--- config.mk ---
export PLATFORM = sky130hd
export DESIGN_NAME = irq_level_sampler
export DESIGN_NICKNAME = d
export VERILOG_FILES = /design/src/rtl/irq_level_sampler.sv
export SDC_FILE = /design/constraint.sdc
export NUM_CORES = 1
export LEC_CHECK = 0
export ABC_AREA = 1
export ABC_CLOCK_PERIOD_IN_PS = 1300
export BUFFER_PORTS_ARGS = -buffer_cell sky130_fd_sc_hd__buf_2
export CORE_UTILIZATION = 35
export CTS_CLUSTER_DIAMETER = 120
export DETAILED_ROUTE_END_ITERATION = 8
export PLACE_DENSITY = 0.66
export SLEW_MARGIN = 20
export SYNTH_ARGS = -nofsm -noshare
export SYNTH_HDL_FRONTEND = slang
export SYNTH_SLANG_ARGS = --single-unit
--- constraint.sdc ---
create_clock -name clk -period 1.3 [get_ports clk]
set_clock_uncertainty 0.05 [all_clocks]
set_input_delay 0.13 -clock clk [delete_from_list [all_inputs] [get_ports clk]]
set_output_delay 0.13 -clock clk [all_outputs]
set_load 0.01 [all_outputs]
--- src/rtl/irq_level_sampler.sv ---
module irq_level_sampler #(
  parameter int NLINES  = 16,
  parameter int TTW     = 8,
  parameter int TT_BASE = 16,
  localparam int LVLW   = $clog2(NLINES)
) (
  input  logic              clk,
  input  logic              rst_n,
  input  logic              sample_i,
  input  logic [NLINES-1:0] pend_i,
  input  logic [LVLW-1:0]   pil_i,
  input  logic              et_i,
  output logic              inject_o,
  output logic [LVLW-1:0]   level_o,
  output logic [TTW-1:0]    ttype_o
);

  logic [NLINES-1:0] live;
  logic [LVLW-1:0]   cand;
  logic              take;

  assign live = pend_i & ~NLINES'(1);

  always_comb begin
    cand = '0;
    for (int i = 1; i < NLINES; i++)
      if (live[i]) cand = LVLW'(i);
  end

  assign take = et_i && (cand > pil_i);

  always_ff @(posedge clk or negedge rst_n) begin
    if (!rst_n) begin
      inject_o <= 1'b0;
      level_o  <= '0;
      ttype_o  <= '0;
    end else begin
      inject_o <= sample_i && take;
      if (sample_i) begin
        level_o <= cand;
        ttype_o <= take ? TTW'(TT_BASE) + TTW'(cand) : '0;
      end
    end
  end

endmodule

**After elaboration in Yosys (flattened, before gate mapping)**

Cells that the tools add are included.

- Add/sub/neg operators: 1
- Multiply operators: 0
- Divide/modulo/power cells: 0
- $lt $le $gt $ge: 1
- Equal/unequal tests: 0
- Shifts and indexed selects: 0
- Mux-type cells: 16
- Bitwise logic cells: 0
- Reduce and logical (&&, ||, !) cells: 2

Operators with widths:

| kind | number |
|---|---|
| 4-bit 2-to-1 mux | 12 |
| 5-bit by 4-bit adder with 6-bit output, first input constant | 1 |
| 6-bit 2-to-1 mux | 1 |
| 4-bit > comparator | 1 |
| 2-bit 2-to-1 mux | 2 |
| 1-bit logical AND | 2 |
| 1-bit 2-to-1 mux | 1 |

- Flip-flop bits (word level): 13
- Bits in latches: 0
- Memory bits (writable): 0
- Bits in read-only memories: 0
- Input port bits: 24
- Output and inout bits: 13
- Word-level logic and storage cells: 23
- Memories: 0

**Longest topological paths before layout**

Gate-level depths: netlist of run 1.

- Word-level depth: 18
- Mapped depth: 24
- Mapped depth without buffers: 24

**Worst setup path before layout of run 1**

OpenSTA, ideal clock, no wires.

- Path kind: input -> register
- From: input port pend_i[2]
- To: register ttype_o[1]
- Library setup time: 0.121 ns
- Arrival time: 1.498 ns
- Data required time: 1.129 ns
- Setup slack: -0.369 ns
- Cell stages on the path: 23
- Path buffers: 0
- Cell sequence: inv_1 -> nand2_1 -> nand2_1 -> nand2_1 -> nand2_1 -> nand2_1 -> nand2_1 -> nand2_1 -> nand2_1 -> nand2_1 -> nand2_1 -> nand2_1 -> nand2_1 -> nand2_1 -> nand2_2 -> inv_1 -> ha_1 -> nor2_1 -> o211ai_1 -> nand2_1 -> nand4_1 -> inv_1 -> a22o_1

- Cells in the longest elaborated chain, start to end: 17
- Elaborated cells between the ends (all ways): 18
- Those cells by class: add/sub (1); order compare (1); mux (15); reduce/logical (1)

Ends and longest elaborated chain:

| element | RTL line | source |
|---|---|---|
| start, declared | 10 | `input logic [NLINES-1:0] pend_i,` |
| 2-bit 2-to-1 mux * (2 in a row) | 27 | `if (live[i]) cand = LVLW'(i);` |
| 4-bit 2-to-1 mux * (12 in a row) | 27 |  |
| 4-bit > comparator | 30 | `assign take = et_i && (cand > pil_i);` |
| 1-bit logical AND | 30 |  |
| 6-bit 2-to-1 mux * | 41 | `ttype_o <= take ? TTW'(TT_BASE) + TTW'(cand) : '0;` |
| end signal, assigned | 41 |  |
| end, declared | 15 | `output logic [TTW-1:0] ttype_o` |

Mark *: on every way between the ends. The rest lies on a longest branch, timed or not.
A chain may end at the register's enable or synchronous reset.

**Final worst setup path of run 1**

Ends and elaborated chain as after synthesis.

==> results.tsv, run 1 <==
metric	value	unit
Async SR Flop Fraction	100	%
end of the worst register-to-register path	ttype_o[1]$_DFFE_PN0P_	
min cycle time layout	1630	ps
Synth area leader	dfrtp_1	
Post-synth top cells	nand2_1, inv_1, dfrtp_1	
Yosys reg bits	10	
gr usage total	19.6	%
Die Area	0.00204	mm2
synthesized instance count	95	
warnings from Yosys	0	
Fin. Hold Viols	0	
status	finished with violations	
core area	0.00175	mm2
ANT nets after route	0	
Required @ worst endpoint	1410	ps
period utilization	125	%
Worst setup EP type	flip-flop	
Crit Path Max Fanout	4	
synth top area cells	dfrtp_1, nand2_1, inv_1	
largest net degree at the start of global routing	11	
gpl congestion	0.744	
post-route DRC violation count	0	
M2 GR Usage	38.6	%
EDFF count, synth	0	
cts bufs inserted	3	
failing checks	setup timing	
Area Overhead vs Synth	63.2	%
Initial DRC Count	9	
grt peak-use layer	met2	
clk_lat worst skew	260	ps
clock root cell	clkbuf_4	
placement-stage cell area	935	um2
clock sink count	10	
worst path arrival time	1730	ps
starting density of the core	37.4	%
Worst R2R Path Depth	1	
initial antenna violation count	0	
sequential element share of the synthesized area	38.3	%
Die Width	45.2	um
Pwr per Cell Area	838	mW/mm2
WL per Instance	9.56	um
PortBufs	32	
final wirelength	1640	um
depth of the CTS H-tree	1	
diode count	0	
filler cell count	182	
Startpoint Class	primary input	
Leakage	0.639	nW
first-pass GRT wire length	2820	um
HPWL Detailed	1270	um
nets	175	
crit path kind	primary input to flip-flop	
footprint of the multi-input gates	345	um2
Final Power	0.000893	W
Synth top area share	38.3	%
Netlist Area Pre-Place	653	um2
fin area	0.00107	mm2
met1 Track Usage GR	20.6	%
highest clock rate	614	MHz
Worst Hold End	level_o[2]$_DFFE_PN0P_	
Max IR drop VDD	342	uV
clock-pin slew on the worst setup and hold paths	80	ps
vias in the first global route	722	
max-slew violations	0	
Setup violations, final	7	
clock tree from TritonCTS	done	
GRT Residual Overflow	0	
met3 usage	1.60	%
worst hold path type	primary input to flip-flop	
worst hold start	sample_i	
most frequent cell after synthesis	nand2_1	
first drt pass iteration count	3	
final setup TNS	-1900	ps
Die Y	45.2	um
reg2reg start	ttype_o[1]$_DFFE_PN0P_	
setup ws final	-327	ps
vias	716	
Max-Cap Viols	0	
placed cells	162	
Avg Inst Size Synth	6.88	um2
Layout Cells excl Fill	171	
Hold Path Stages	2	
storage element area	250	um2
Placement Rows	15	
predominant post-synthesis flop cell	dfrtp_1	
Via-to-Cell Ratio	4.19	
layout cell share with drive strength beyond 1	45.9	%
IO Pins	37	
synth unique cells	16	
internal reg-to-reg setup slack	500	ps
unrepaired setup endpoints after global routing	true	
Max Buffers Root-to-Sink	2	
[layout make-up]
class                   instances  area share (%)
clock buffers                   4            3.40
inverters                      23            8.80
multi-input cells              61            32.4
flip-flops and latches         10            23.5
well taps                      25            2.93
repair buffers                 48            29.0
[stage by stage]
stage	utilization, %	hold slack [ps]	worst slack (ps)
global placement	53.5	-53.9	-594
global route	61.1	124	-522
floorplan	-	-216	-363
detailed placement	53.5	-52.2	-700
CTS	60.2	101	-336
finish	61.1	108	-327
[per-layer routing]
| metal | wire (um) | share of wire (%) |
|---|---|---|
| met2 | 956 | 58 |
| met1 | 632 | 39 |
| met3 | 29 | 1.8 |
| met5 | 0 | 0 |
| met4 | 17 | 1.0 |
[flip-flops by register name, indices dropped and copies added, names as in the netlist]
name	count
inject_o	1
level_o	4
ttype_o	5
[cells by family after synthesis]
logic type | after synthesis | share of synthesized area [%]
compound gates | 10 | 10.2
fa+ha+maj | 4 | 7.66
buf+inv | 26 | 16.7
flops | 10 | 38.3
other cells | 1 | 0.574
simple gates | 44 | 26.6
[worst max-delay path, stage by stage]
cell      delay, ps
buf_8            90
inv_8            30
nand2_4          40
nand2_2          40
nand2_2          50
nand2_1          50
nand2_1          50
nand2_1          40
nand2_1          50
nand2_1          40
nand2_1          50
nand2_1          40
nand2_1          50
nand2_1          40
nand2_1          60
nand2_2          60
inv_2            60
ha_4            130
nor2_4           30
o211ai_1        170
nand2_1          80
nand4_1         100
inv_2            70
a22o_1          190
[placed cells by master (no fill, tap or decap), drive strengths merged]
cell type	Yosys	final
nor2	9	9
nand4	2	2
a31o	1	1
o21ai	3	3
o211ai	1	1
ha	4	4
nand3	1	1
clkbuf	0	4
conb	1	3
dfrtp	10	10
inv	23	23
buf	3	47
a31oi	2	2
nand2	32	32
a21oi	1	1
dlygate4sd3	0	1
a22o	2	2
[power breakdown]
part / switching [W] / total (W) / internal [W]
clock network: 0.000112 / 0.000282 / 0.000170
registers: 0.0000138 / 0.000352 / 0.000338
logic: 0.000128 / 0.000259 / 0.000130
total: 0.000255 / 0.000893 / 0.000638
[worst max-delay path by stage]
| stage | from | endpoint | slack, ps |
|---|---|---|---|
| detailed placement | pend_i[2] | ttype_o[1]$_DFFE_PN0P_ | -700 |
| CTS | pend_i[2] | ttype_o[1]$_DFFE_PN0P_ | -340 |
| finish | pend_i[2] | ttype_o[1]$_DFFE_PN0P_ | -330 |
| global route | pend_i[2] | ttype_o[1]$_DFFE_PN0P_ | -520 |
| floorplan | pend_i[2] | ttype_o[2]$_DFFE_PN0P_ | -360 |
| global placement | pend_i[2] | ttype_o[2]$_DFFE_PN0P_ | -590 |
[timing repair]
item | 4_1_cts | 5_1_grt
setup buffers | 5 | 1
hold endpoints to repair | 10 | 0
hold buffers | 1 | 0
gates resized for setup | 12 | 8
endpoints found under the setup margin | 6 | 7
pin swaps | 5 | 3
No activity file was read; power rests on OpenSTA's default activity.
==> run 2, diff against run 1 <==
ABC_AREA = not set   (was 1)
PLACE_DENSITY = 0.65   (was 0.66)
SETUP_SLACK_MARGIN = 0.4   (was not set)
==> results.tsv, run 2 <==
metric	value	unit	change
IO Pins	37		unchanged
max-slew violations	0		unchanged
warnings from Yosys	0		unchanged
core area	0.00176	mm2	was 0.00175 mm2
min cycle time layout	1780	ps	was 1630 ps
Yosys reg bits	10		unchanged
reg2reg start	ttype_o[0]$_DFFE_PN0P_		was ttype_o[1]$_DFFE_PN0P_
Initial DRC Count	14		was 9
post-route DRC violation count	0		unchanged
clk_lat worst skew	250	ps	was 260 ps
predominant post-synthesis flop cell	dfrtp_1		unchanged
Max IR drop VDD	677	uV	was 342 uV
ANT nets after route	0		unchanged
Worst setup EP type	flip-flop		unchanged
synth top area cells	dfrtp_1, ha_1, inv_1		was dfrtp_1, nand2_1, inv_1
unrepaired setup endpoints after global routing	true		unchanged
Largest Register	ttype_o		unchanged
Async SR Flop Fraction	100	%	unchanged
Crit Path Max Fanout	2		was 4
most common cell after layout, fill and taps aside	buf_2		unchanged
final core utilization	72.3	%	was 61.1%
Placement Rows	15		unchanged
Netlist Area Pre-Place	672	um2	was 653 um2
Via-to-Cell Ratio	4.80		was 4.19
GRT Residual Overflow	0		unchanged
period utilization	137	%	was 125%
setup ws final	-483	ps	was -327 ps
crit-path max cell delay	380	ps	was 190 ps
PortBufs	32		unchanged
clock root cell	clkbuf_4		unchanged
family with the most delay on the worst path	simple AND/OR/NAND/NOR gates		unchanged
Worst R2R Path Depth	4		was 1
Worst path most repeated cell	or3_4		was nand2_1
highest clock rate	561	MHz	was 614 MHz
Die Width	45.8	um	was 45.2 um
diode count	0		unchanged
gpl congestion	0.791		was 0.744
clock sink count	10		unchanged
Avg Inst Size Synth	8.40	um2	was 6.88 um2
vias	806		was 716
Max-Cap Viols	0		unchanged
synth unique cells	29		was 16
Synth top area share	37.2	%	was 38.3%
Post-synth top cells	inv_1, dfrtp_1, nor2_1		was nand2_1, inv_1, dfrtp_1
crit path buf inv count	1		was 4
gr usage total	19.2	%	was 19.6%
Pwr per Cell Area	712	mW/mm2	was 838 mW/mm2
crit path kind	primary input to flip-flop		unchanged
sequential element share of the synthesized area	37.2	%	was 38.3%
Required @ worst endpoint	1430	ps	was 1410 ps
clock-pin slew on the worst setup and hold paths	70	ps	was 80 ps
first-pass GRT wire length	2920	um	was 2820 um
starting density of the core	38.1	%	was 37.4%
clock tree from TritonCTS	done		unchanged
Die Area	0.00210	mm2	was 0.00204 mm2
Area Overhead vs Synth	89.8	%	was 63.2%
vias in the first global route	745		was 722
final wirelength	1970	um	was 1640 um
Die Y	45.8	um	was 45.2 um
worst hold path type	primary input to flip-flop		unchanged
Worst Hold End	ttype_o[0]$_DFFE_PN0P_		was level_o[2]$_DFFE_PN0P_
WL per Instance	11.7	um	was 9.56 um
initial antenna violation count	0		unchanged
final setup TNS	-3120	ps	was -1900 ps
Max Buffers Root-to-Sink	2		unchanged
Startpoint Class	primary input		unchanged
layout cell share with drive strength beyond 1	57.3	%	was 45.9%
most frequent cell after synthesis	inv_1		was nand2_1
first drt pass iteration count	4		was 3
Hold Path Stages	3		was 2
Fin. Hold Viols	0		unchanged
Setup violations, final	7		unchanged
depth of the CTS H-tree	1		unchanged
worst path arrival time	1910	ps	was 1730 ps
synthesized instance count	80		was 95
cts bufs inserted	3		unchanged
max reg flops	5		unchanged
HPWL Detailed	1370	um	was 1270 um
largest net degree at the start of global routing	13		was 11
end of the worst register-to-register path	ttype_o[0]$_DFFE_PN0P_		was ttype_o[1]$_DFFE_PN0P_
Cell Chain, Critical Path	buf_6 > or3_4 > or3_4 > a31oi_4 > ha_4 > nand4_1 > nand3_1 > a21o_1 > a211oi_1		was buf_8 > inv_8 > nand2_4 > nand2_2 > nand2_2 > nand2_1 > nand2_1 > nand2_1 > nand2_1 > nand2_1 > nand2_1 > nand2_1 > nand2_1 > nand2_1 > nand2_1 > nand2_2 > inv_2 > ha_4 > nor2_4 > o211ai_1 > nand2_1 > nand4_1 > inv_2 > a22o_1
Synth area leader	dfrtp_1		unchanged
nets	172		was 175
Slowest cell on crit path	or3_4		was a22o_1
Leakage	0.629	nW	was 0.639 nW
internal reg-to-reg setup slack	230	ps	was 500 ps
EDFF count, synth	0		unchanged
status	finished with violations		unchanged
failing checks	setup timing		unchanged
Largest regs	ttype_o x5, level_o x4, inject_o x1		unchanged
worst hold start	sample_i		unchanged
most frequent cells in the layout	buf_2, buf_6, buf_4		was buf_2, nand2_1, inv_1
[run 2: cell types whose count changed after synthesis, moves of 3 or more]
cell | before | now
nand2_1 | 31 | 0
inv_1 | 23 | 13
a21oi_1 | 1 | 6
nand2b_1 | 0 | 3
o22ai_1 | 0 | 3
[run 2: per-stage QoR]
step                setup slack (ps)  hold slack, ps  total power [W]  cells  area [um2]
finish                          -483             176         0.000907    168        1270
detailed placement              -838           -55.0         0.000577    149         965
floorplan                       -591            -216         0.000458     82         694
CTS                             -500             152         0.000890    166        1210
global route                    -556             193         0.000960    168        1270
global placement                -723           -57.2         0.000570    149         965
[run 2: cells by family (layout without fill, tap and decap cells)]
family,Yosys count,count (layout),synth area share [%]
flip-flops,10,10,37.2
adder cells (fa/ha/maj),4,4,7.45
AND/OR/NAND/NOR,26,26,21.2
other,1,3,0.558
AO/OA/AOI/OAI,21,21,20.9
multiplexers,1,1,1.49
buffers and inverters,17,78,11.2
[run 2: final cells by class]
cell class                 count  area, um2
clock buffer                   4       36.3
fill                         143        489
inverter                      13       48.8
multi-input combinational     55        459
sequential                    10        250
tap                           25       31.3
timing repair buffer          61        449
[run 2: tightest hold or removal path, cell delays in order]
cell and delay (ps):
buf_2 100, nand2b_1 150, a211oi_1 80
[run 2: timing repair]
action	4_1_cts	5_1_grt
pin swaps	5	5
resized for setup	26	10
setup buffers	12	2
hold endpoints to repair	10	0
setup endpoints to repair	19	20
hold buffers	1	0
[run 2: metal layers]
| metal | share of wire, % | routed length, um | global-route usage (%) |
|---|---|---|---|
| met5 | 0 | 0 | 0 |
| met4 | 1.5 | 29 | 6.47 |
| met3 | 3.8 | 74 | 4.76 |
| met2 | 54 | 1060 | 34.0 |
| met1 | 41 | 812 | 22.3 |
[run 2: power breakdown]
| group | internal (W) | switching (W) | total (W) |
|---|---|---|---|
| sequential | 0.000336 | 0.0000108 | 0.000347 |
| combinational | 0.000148 | 0.000140 | 0.000288 |
| clock | 0.000170 | 0.000103 | 0.000272 |
| total | 0.000654 | 0.000253 | 0.000907 |
[run 2: worst max path at each step]
| stage | startpoint | endpoint | slack (ps) | cells after the start |
|---|---|---|---|---|
| floorplan | pend_i[11] | ttype_o[0]$_DFFE_PN0P_ | -590 | 8 |
| global placement | pend_i[11] | ttype_o[2]$_DFFE_PN0P_ | -720 | 10 |
| CTS | pend_i[11] | ttype_o[0]$_DFFE_PN0P_ | -500 | 9 |
| detailed placement | pend_i[11] | ttype_o[2]$_DFFE_PN0P_ | -840 | 10 |
| global route | pend_i[11] | ttype_o[4]$_DFFE_PN0P_ | -560 | 13 |
| finish | pend_i[11] | ttype_o[0]$_DFFE_PN0P_ | -480 | 9 |
==> run 3, diff against run 2 <==
CELL_PAD_IN_SITES_DETAIL_PLACEMENT = 0   (was not set)
CELL_PAD_IN_SITES_GLOBAL_PLACEMENT = 1   (was not set)
CORE_ASPECT_RATIO = 1.5   (was not set)
CORE_MARGIN = 2   (was not set)
CORE_UTILIZATION = 32   (was 35)
PLACE_DENSITY = not set   (was 0.65)
PLACE_DENSITY_LB_ADDON = 0.1   (was not set)
==> results.tsv, run 3 (synthesis results as in run 2) <==
metric	value	unit	change
failing checks	setup timing		unchanged
worst hold path type	primary input to flip-flop		unchanged
Max Buffers Root-to-Sink	2		unchanged
Startpoint Class	primary input		unchanged
Hold Path Stages	4		was 3
Worst R2R Path Depth	4		unchanged
internal reg-to-reg setup slack	260	ps	was 230 ps
Setup violations, final	6		was 7
post-route DRC violation count	0		unchanged
Pwr per Cell Area	785	mW/mm2	was 712 mW/mm2
unrepaired setup endpoints after global routing	true		unchanged
clock tree from TritonCTS	done		unchanged
filler cell count	198		was 143
HPWL Detailed	1480	um	was 1370 um
GRT Residual Overflow	0		unchanged
first-pass GRT wire length	2880	um	was 2920 um
layout cell share with drive strength beyond 1	51.5	%	was 57.3%
Layout Cells excl Fill	158		was 168
most frequent cells in the layout	buf_2, buf_4, inv_1		was buf_2, buf_6, buf_4
most common cell after layout, fill and taps aside	buf_2		unchanged
worst path arrival time	1880	ps	was 1910 ps
Die Area	0.00249	mm2	was 0.00210 mm2
Max IR drop VDD	305	uV	was 677 uV
PortBufs	32		unchanged
clock sink count	10		unchanged
end of the worst register-to-register path	ttype_o[0]$_DFFE_PN0P_		unchanged
Placement Rows	20		was 15
period utilization	137	%	about the same
status	finished with violations		unchanged
Max-Cap Viols	0		unchanged
Cell Chain, Critical Path	buf_6 > or3_4 > or3_1 > a31oi_1 > ha_1 > nor2b_1 > o211ai_1 > a21o_1 > buf_4 > o21ai_0		was buf_6 > or3_4 > or3_4 > a31oi_4 > ha_4 > nand4_1 > nand3_1 > a21o_1 > a211oi_1
Area Overhead vs Synth	70.4	%	was 89.8%
Worst Hold End	level_o[0]$_DFFE_PN0P_		was ttype_o[0]$_DFFE_PN0P_
Required @ worst endpoint	1400	ps	was 1430 ps
WL per Instance	10.8	um	was 11.7 um
Slowest cell on crit path	or3_4		unchanged
core area	0.00200	mm2	was 0.00176 mm2
ANT nets after route	0		unchanged
largest net degree at the start of global routing	13		unchanged
reg2reg start	ttype_o[0]$_DFFE_PN0P_		unchanged
Fin. Hold Viols	0		unchanged
final setup TNS	-2610	ps	was -3120 ps
Via-to-Cell Ratio	4.78		was 4.80
setup ws final	-482	ps	was -483 ps
cts bufs inserted	3		unchanged
vias in the first global route	735		was 745
Largest Register	ttype_o		unchanged
Largest regs	ttype_o x5, level_o x4, inject_o x1		unchanged
gpl congestion	0.782		was 0.791
worst hold start	pend_i[15]		was sample_i
clock root cell	clkbuf_4		unchanged
min cycle time layout	1780	ps	about the same
depth of the CTS H-tree	1		unchanged
Worst setup EP type	flip-flop		unchanged
Leakage	0.578	nW	was 0.629 nW
Die Width	41.4	um	was 45.8 um
first drt pass iteration count	1		was 4
max-slew violations	0		unchanged
starting density of the core	33.6	%	was 38.1%
vias	756		was 806
placed cells	148		was 149
crit-path max cell delay	370	ps	was 380 ps
max reg flops	5		unchanged
crit path kind	primary input to flip-flop		unchanged
initial antenna violation count	0		unchanged
Initial DRC Count	0		was 14
gr usage total	15.1	%	was 19.2%
diode count	0		unchanged
clock-pin slew on the worst setup and hold paths	70	ps	about the same
Die Y	60.1	um	was 45.8 um
highest clock rate	561	MHz	about the same
final wirelength	1710	um	was 1970 um
Crit Path Max Fanout	4		was 2
IO Pins	37		unchanged
nets	165		was 172
clk_lat worst skew	270	ps	was 250 ps
[run 3: layout make-up]
type	count	area, um2	area share, %
Multi-Input combinational cell	55	423	36.9
Timing Repair Buffer	54	359	31.4
Sequential cell	10	250	21.9
Inverter	13	48.8	4.26
Clock buffer	4	36.3	3.17
Tap cell	22	27.5	2.40
[run 3: where the power goes]
| group | internal [W] | switching, W |
|---|---|---|
| Clock | 0.000170 | 0.000109 |
| Combinational | 0.000145 | 0.000127 |
| Sequential | 0.000336 | 0.0000116 |
| Total | 0.000651 | 0.000248 |
[run 3: worst max-delay path by stage]
stage / start / end / slack (ps) / cells past startpoint
floorplan: pend_i[11] / ttype_o[0]$_DFFE_PN0P_ / -590 / 8
global placement: pend_i[11] / ttype_o[0]$_DFFE_PN0P_ / -730 / 9
detailed placement: pend_i[11] / ttype_o[0]$_DFFE_PN0P_ / -770 / 9
CTS: pend_i[11] / ttype_o[0]$_DFFE_PN0P_ / -480 / 9
global route: pend_i[11] / ttype_o[4]$_DFFE_PN0P_ / -580 / 10
finish: pend_i[11] / ttype_o[4]$_DFFE_PN0P_ / -480 / 10
[run 3: through the flow]
step / utilization (%) / power, W / hold WS, ps / setup slack, ps / cell area [um2]
6_report: 57.2 / 0.000899 / 167 / -482 / 1140
3_5_place_dp: 48.8 / 0.000583 / -52.7 / -775 / 976
5_1_grt: 57.2 / 0.000955 / 185 / -582 / 1140
4_1_cts: 56.1 / 0.000898 / 151 / -484 / 1120
3_3_place_gp: 48.8 / 0.000581 / -55.6 / -733 / 976
2_1_floorplan: - / 0.000458 / -216 / -591 / 694
[run 3: what timing repair did]
item / 4_1_cts / 5_1_grt
setup endpoints to repair: 19 / 19
hold buffers: 1 / 0
endpoints found under the hold margin: 10 / 0
buffers inserted: 4 / 1
gates resized for setup: 13 / 4
pin swaps: 4 / 4
[run 3: per-layer routing]
layer	part of all wire, %	routed length (um)	up-vias	track usage (%)
met1	32	556	342	13.2
li1	-	-	385	-
met4	1.6	28	0	6.91
met2	61	1050	25	32.4
met3	5.0	85	4	2.11
met5	0	0	-	0
[run 3: worst max-delay path, delay by kind of cell]
kind | cells | cell delay, ps
adder cells (fa/ha/maj) | 1 | 160
AO/OA/AOI/OAI | 4 | 600
AND/OR/NAND/NOR | 3 | 750
buffers and inverters | 2 | 230
